File: config.mk
export PLATFORM = sky130hd
export DESIGN_NAME = irq_pend_ctrl
export DESIGN_NICKNAME = d
export VERILOG_FILES = /design/src/rtl/irq_pkg.sv /design/src/rtl/irq_in_sync.sv /design/src/rtl/irq_prio_enc.sv /design/src/rtl/irq_pend_ctrl.sv
export SDC_FILE = /design/constraint.sdc
export NUM_CORES = 1
export LEC_CHECK = 0
export BUFFER_PORTS_ARGS = -buffer_cell sky130_fd_sc_hd__clkbuf_2
export CORE_MARGIN = 3
export CORE_UTILIZATION = 37
export CTS_CLUSTER_SIZE = 24
export DETAILED_ROUTE_END_ITERATION = 10
export SETUP_SLACK_MARGIN = 0.2
export SYNTH_ARGS = -nofsm -noshare
export SYNTH_HDL_FRONTEND = slang
export SYNTH_SLANG_ARGS = --single-unit
export TNS_END_PERCENT = 100
File: constraint.sdc
create_clock -name clk -period 2.2 [get_ports clk]
set_input_delay 0.55 -clock clk [delete_from_list [all_inputs] [get_ports clk]]
set_output_delay 0.55 -clock clk [all_outputs]
set_load 0.005 [all_outputs]
File: src/rtl/irq_pkg.sv
package irq_pkg;
    localparam int IRQ_N = 16;
    localparam int LVL_W = $clog2(IRQ_N);

    typedef logic [IRQ_N-1:0] irq_vec_t;
    typedef logic [LVL_W-1:0] lvl_t;

    typedef struct packed {
        logic valid;
        lvl_t lvl;
    } pick_t;

    // lowest index wins
    function automatic pick_t pick_first(irq_vec_t v);
        pick_t p;
        p.valid = 1'b0;
        p.lvl   = '0;
        for (int i = IRQ_N - 1; i >= 0; i--) begin
            if (v[i]) begin
                p.valid = 1'b1;
                p.lvl   = lvl_t'(i);
            end
        end
        return p;
    endfunction
endpackage

File: src/rtl/irq_in_sync.sv
module irq_in_sync #(
    parameter int W = 16
) (
    input  logic         clk,
    input  logic         rst,
    input  logic [W-1:0] raw_n,
    output logic [W-1:0] sync_n,
    output logic [W-1:0] fall
);
    for (genvar g = 0; g < W; g++) begin : g_line
        logic s1_q, s2_q, prev_q;
        always_ff @(posedge clk) begin
            if (rst) begin
                s1_q   <= 1'b1;
                s2_q   <= 1'b1;
                prev_q <= 1'b1;
            end else begin
                s1_q   <= raw_n[g];
                s2_q   <= s1_q;
                prev_q <= s2_q;
            end
        end
        assign sync_n[g] = s2_q;
        assign fall[g]   = prev_q & ~s2_q;
    end
endmodule

File: src/rtl/irq_prio_enc.sv
module irq_prio_enc
    import irq_pkg::*;
(
    input  irq_vec_t pend,
    input  irq_vec_t mask,
    input  logic     en,
    output logic     req,
    output lvl_t     lvl
);
    irq_vec_t elig;
    pick_t    sel;

    always_comb begin
        elig = pend & (mask | irq_vec_t'(1));
        sel  = pick_first(elig);
        req  = en & sel.valid;
        lvl  = sel.lvl;
    end
endmodule

File: src/rtl/irq_pend_ctrl.sv
module irq_pend_ctrl
    import irq_pkg::*;
#(
    parameter irq_vec_t LVL_ONLY = 16'h3000
) (
    input  logic             clk,
    input  logic             rst,
    input  logic [IRQ_N-1:0] irq_n,
    input  logic             cyc_end,
    input  logic             int_en,
    input  logic             mask_we,
    input  logic [IRQ_N-1:0] mask_wdata,
    input  logic             cfg_we,
    input  logic [IRQ_N-1:0] cfg_wdata,
    input  logic             svc_stb,
    input  logic [LVL_W-1:0] svc_lvl,
    output logic             req,
    output logic [LVL_W-1:0] req_lvl,
    output logic             ack_n,
    output logic [LVL_W-1:0] ack_lvl,
    output logic [IRQ_N-1:0] pend,
    output logic [IRQ_N-1:0] mask
);
    irq_vec_t sync_n, fall;
    irq_vec_t pend_q, mask_q, cfg_q, edge_q;
    irq_vec_t edge_mode, hit, svc_clr, pend_d;
    logic     ack_q;
    lvl_t     ack_lvl_q;

    irq_in_sync #(.W(IRQ_N)) sync_i (
        .clk    (clk),
        .rst    (rst),
        .raw_n  (irq_n),
        .sync_n (sync_n),
        .fall   (fall)
    );

    always_comb begin
        edge_mode = cfg_q & ~LVL_ONLY;
        hit       = (edge_mode & (edge_q | fall)) | (~edge_mode & ~sync_n);
        svc_clr   = svc_stb ? (irq_vec_t'(1) << svc_lvl) : '0;
        pend_d    = (pend_q & ~svc_clr) | (cyc_end ? hit : '0);
    end

    always_ff @(posedge clk) begin
        if (rst) begin
            pend_q    <= '0;
            mask_q    <= '0;
            cfg_q     <= '0;
            edge_q    <= '0;
            ack_q     <= 1'b0;
            ack_lvl_q <= '0;
        end else begin
            pend_q    <= pend_d;
            edge_q    <= cyc_end ? '0 : (edge_q | fall);
            ack_q     <= svc_stb;
            ack_lvl_q <= svc_stb ? svc_lvl : ack_lvl_q;
            if (mask_we) mask_q <= mask_wdata;
            if (cfg_we)  cfg_q  <= cfg_wdata;
        end
    end

    irq_prio_enc enc_i (
        .pend (pend_q),
        .mask (mask_q),
        .en   (int_en),
        .req  (req),
        .lvl  (req_lvl)
    );

    assign ack_n   = ~ack_q;
    assign ack_lvl = ack_lvl_q;
    assign pend    = pend_q;
    assign mask    = mask_q;

    p_ack_pulse_r10: assert property (@(posedge clk) disable iff (rst)
        svc_stb |=> (!ack_n && ack_lvl == $past(svc_lvl)));
    p_ack_idle_r10: assert property (@(posedge clk) disable iff (rst)
        !svc_stb |=> ack_n);
    p_req_gated_r6: assert property (@(posedge clk) disable iff (rst)
        !int_en |-> !req);
    p_req_pending_r4: assert property (@(posedge clk) disable iff (rst)
        req |-> (pend[req_lvl] && (mask[req_lvl] || req_lvl == '0)));
    p_lvl0_wins_r5: assert property (@(posedge clk) disable iff (rst)
        (int_en && pend[0]) |-> (req && req_lvl == '0));
    p_sticky_r3: assert property (@(posedge clk) disable iff (rst)
        !svc_stb |=> (($past(pend) & ~pend) == '0));
    p_svc_clear_r11: assert property (@(posedge clk) disable iff (rst)
        (svc_stb && !cyc_end) |=> !pend[$past(svc_lvl)]);
endmodule

; ---- Yosys cells after proc, flatten, opt, wreduce, memory -nomap -nowiden
; Index checks and enable logic that the tools add are counted.
[totals]
input_bits = 59
wordCells = 118
ff_bits = 117
out_inout_bits = 42
[op_classes]
bitwise = 44
n_reduce_logical = 1
muxes = 18
shifts = 1
[ops]
columns = operator, n
row1 = $mux W5, 16
row2 = $and A16 B16 Y16, 4
row3 = $not A16 Y16, 3
row4 = $or A16 B16 Y16, 3
row5 = $mux W16, 2
row6 = $and A1 B1 Y1, 17
row7 = $not A1 Y1, 17
row8 = $shl A1 B4 Y16 const A, 1
row9 = $reduce_or A2 Y1, 1

; ---- Logic depth before layout (Yosys ltp)
[logic_depth]
word_depth = 18
depth_mapped = 5
depth_no_buf = 4

; ---- Cells and area by module
; Synthesis repeated with hierarchy kept, for this count alone.
[hier_totals]
cells_unflattened = 435
area_unflattened_um2 = 4199.0
[modules_own_cells]
columns = mod, cells_per_inst, instances, seq_area_each_um2, area_per_inst_um2
row1 = irq_pend_ctrl, 263, 1, 1301.2, 2436.1
row2 = irq_in_sync, 133, 1, 960.9, 1522.7
row3 = irq_prio_enc, 39, 1, 0.0, 240.2

; ---- Worst setup path before layout
; Ideal clock, no wire load.
[synth_timing]
path_type = register -> output
from = register pend_q[5] (netlist: pend[5])
to = output port req
t_arrival_ps = 1178
path_buffers = 0
setup_slack_ps = 472
stages_incl_launch_ff = 5
required_ps = 1650
cell_sequence = dfxtp_1 -> a22o_1 -> nor2_2 -> nand2b_1 -> o41a_1
[synth_between]
elab_chain_cells = 8
[synth_lines]
columns = element, line_no
row1 = "start, declared", irq_pend_ctrl.sv:25  ; irq_vec_t pend_q, mask_q, cfg_q, edge_q;
row2 = "start signal, assigned", irq_pend_ctrl.sv:54  ; pend_q <= pend_d;
row3 = $and A16 B16 Y16, irq_prio_enc.sv:14  ; elig = pend & (mask | irq_vec_t'(1));
row4 = $mux W5 (6 in a row), irq_pkg.sv:19  ; if (v[i]) begin
row5 = $and A1 B1 Y1, irq_prio_enc.sv:16  ; req = en & sel.valid;
row6 = "end, declared", irq_pend_ctrl.sv:17  ; output logic req,
; Every way passes these cells.

; ---- Final worst setup path
[layout_timing]
from = register mask_q[5] (netlist: mask[5])
to = output port req
[layout_between]
elab_chain_cells = 8
[layout_lines]
columns = element, line_no
row1 = "start, declared", irq_pend_ctrl.sv:25
row2 = "start signal, assigned", irq_pend_ctrl.sv:58  ; if (mask_we) mask_q <= mask_wdata;
row3 = $and A16 B16 Y16, irq_prio_enc.sv:14
row4 = $mux W5 (6 in a row), irq_pkg.sv:19
row5 = $and A1 B1 Y1, irq_prio_enc.sv:16
; Every way passes these cells.

==> flow_metrics.tcl <==
set metrics [dict create \
    syn_to_final_growth_pct 25.2 \
    synth_seq_cells 111 \
    maxCapViolCount 0 \
    worstPathArrival_ns 1.62 \
    synth_seq_area_share_pct 55.7 \
    grt_use_total_pct 14.3 \
    synth_nets 486 \
    synth_most_common_cell "dfxtp_1" \
    io_pins 101 \
    synth_area_leader_cell "dfxtp_1" \
    setup_viol 0 \
    cts_buffer_depth 2 \
    power_density_nw_per_um2 743 \
    cts_made_buffers 9 \
    cts-root-buf "clkbuf_8" \
    grt_pass1_wl_um 13400 \
    cts_sinks 111 \
    crit_fanout 2 \
    nNetsFinal 588 \
    final_hold_viol_count 0 \
    dieArea_um2 12100 \
    period_share_pct 98.6 \
    ys_warn_count 0 \
    status "completed" \
    antenna_found_initial 0 \
    maxSlewViolCount 0 \
    vdd_drop_max_mv 0.352 \
    max_freq_mhz 461 \
    synthTopCellsByArea "dfxtp_1, mux2i_1, or2_2" \
    num_vias 3130 \
    cts_tree "done" \
    vias_per_cell 4.67 \
    wl_per_cell_um 13.0 \
    grt_pass1_vias 2855 \
    synth_top_area_share_pct 55.7 \
    core_area_um2 10400 \
    cts.clk_slew.worst_paths_ns 0.10 \
    grt.overflow.total 0 \
    drt_iter0_drc 235 \
    htreeDepth 3 \
    synth_edf_count 0 \
    grt_max_degree 53 \
    drt-pass1-iter-count 4 \
    setup_tns_ns 0 \
    critPathLaunchType "flop" \
    post-route-min-period_ns 2.17 \
    p_leak_uw 0.00227 \
    synthArstFlopShare_pct 0 \
    initial_utilization_pct 38.3 \
    dp_hpwl_um 6320 \
    num_antenna_cells 0 \
    drc_errors 0 \
    io_buffers 98 \
    tightest_slew_ns 0.549 \
    place_congestion 0.826 \
    rsz0062_at_grt "yes" \
    critPathCaptureType "primary output" \
    rows 37 \
    drive_gt1_share_pct 38.6 \
    fin_util_pct 48.0 \
    synthTopCellsByCount "dfxtp_1, nor2_1, or2_2, nand2_1, mux2i_1" \
    wirelength_um 8720 \
    cp.required_ns 1.65 \
    min_path_type "input port to flop" \
    synthFlopType "dfxtp_1" \
    ant_nets 0 \
    worstSkewPairLatency_ns 0.36 \
    synth_cell_types 25 \
    slew_headroom_pct 63.4 \
    critPathKind "flop to primary output" \
    syn_area_per_cell_um2 9.34 \
    dieWidth_um 110 \
    synthCells 427 \
    syn-cell-area_um2 3990 \
    dieHeight_um 110 \
    finalClockSkew_ns 0.00708 \
]
==> per-layer routing <==
| metal | wire length, µm | vias up | part of all wire [%] | track usage (%) |
|---|---|---|---|---|
| li1 | - | 1608 | - | - |
| met1 | 4140 | 1396 | 47 | 18.8 |
| met2 | 3840 | 115 | 44 | 22.4 |
| met3 | 629 | 11 | 7.2 | 3.64 |
| met4 | 113 | 0 | 1.3 | 5.97 |
| met5 | 0 | - | 0 | 0 |
==> state kept, by name, indices dropped and copies added (netlist names) <==
| name | count |
|---|---|
| mask | 16 |
| pend | 16 |
| sync_i.g_line.s1_q | 16 |
| sync_i.g_line.s2_q | 16 |
| cfg_q | 14 |
| edge_q | 14 |
| sync_i.g_line.prev_q | 14 |
| ack_lvl | 4 |
| ack_q | 1 |
==> repair_timing <==
action | 4_1_cts | 5_1_grt
hold buffers | 0 | 0
resized for setup | 24 | 17
setup buffers | 8 | 1
pin swaps | 12 | 4
endpoints found under the setup margin | 5 | 5
==> cells in the final DEF (no fill, tap or decap), types with 2 or more instances in the layout <==
cell	synthesis	final
a21oi_1	31	30
a21oi_2	1	2
a22o_1	6	2
a22o_4	0	3
a22oi_2	0	2
a31oi_1	4	3
buf_2	10	2
buf_4	0	12
clkbuf_2	0	96
clkbuf_8	0	10
clkinv_4	0	2
dfxtp_1	111	96
dfxtp_2	0	12
dfxtp_4	0	3
inv_1	15	15
mux2i_1	34	34
nand2_1	39	38
nand2b_1	6	5
nand3_1	4	3
nand3b_1	2	2
nor2_1	49	48
nor2_4	0	2
nor2b_1	16	15
o21ai_0	32	31
or2_2	48	48
==> cell families (layout without fill, tap and decap cells) <==
group	count (synthesis)	in the layout	share of synthesized area [%]
AND/OR/NAND/NOR	166	166	20.5
flip-flops	111	111	55.7
AO/OA/AOI/OAI	81	81	11.7
buffers and inverters	35	142	3.61
multiplexers	34	34	8.53
==> stage by stage <==
stage	cell area, µm²	setup WS, ns	power (µW)	instances	hold WS (ns)
3_5_place_dp	4590	0.243	2520	645	0.395
4_1_cts	4930	0.0170	3760	669	0.344
6_report	5000	0.0316	3710	670	0.366
5_1_grt	5000	-0.0611	3900	670	0.338
2_1_floorplan	3990	0.472	2380	427	0.389
3_3_place_gp	4590	0.274	2510	645	0.391
==> report_power, final <==
group	total, µW	switching, µW	internal (µW)	leakage, µW
clock	1220	656	564	0.000103
combinational	335	161	174	0.00125
sequential	2160	61.7	2100	0.000920
==> critical path, cell delays in order, from the launching register on <==
cell	delay [ns]
dfxtp_4	0.36
a22o_2	0.27
nor2_4	0.13
nand2b_4	0.06
o41a_1	0.31
clkbuf_2	0.12
==> area by class of cell <==
class	count	area, µm²
tap	136	170
timing repair buffer	111	592
sequential	111	2250
multi-input combinational	281	1720
clock buffer	10	138
inverter	15	56.3
clock inverter	6	68.8
fill	1005	5420
==> path summary, 6_finish.rpt <==
check                              startpoint                               end  slack, ns  cells past startpoint
min reg2reg  sync_i.g_line[2].s1_q$_SDFF_PP1_  sync_i.g_line[2].s2_q$_SDFF_PP1_       0.41                      1
min                                  irq_n[5]  sync_i.g_line[5].s1_q$_SDFF_PP1_       0.37                      2
max reg2reg             cfg_q[5]$_SDFFE_PP0P_                pend[5]$_SDFF_PP0_       1.19                      4
max                      mask[5]$_SDFFE_PP0P_                               req       0.03                      5
No activity file was read; power rests on OpenSTA's default activity.
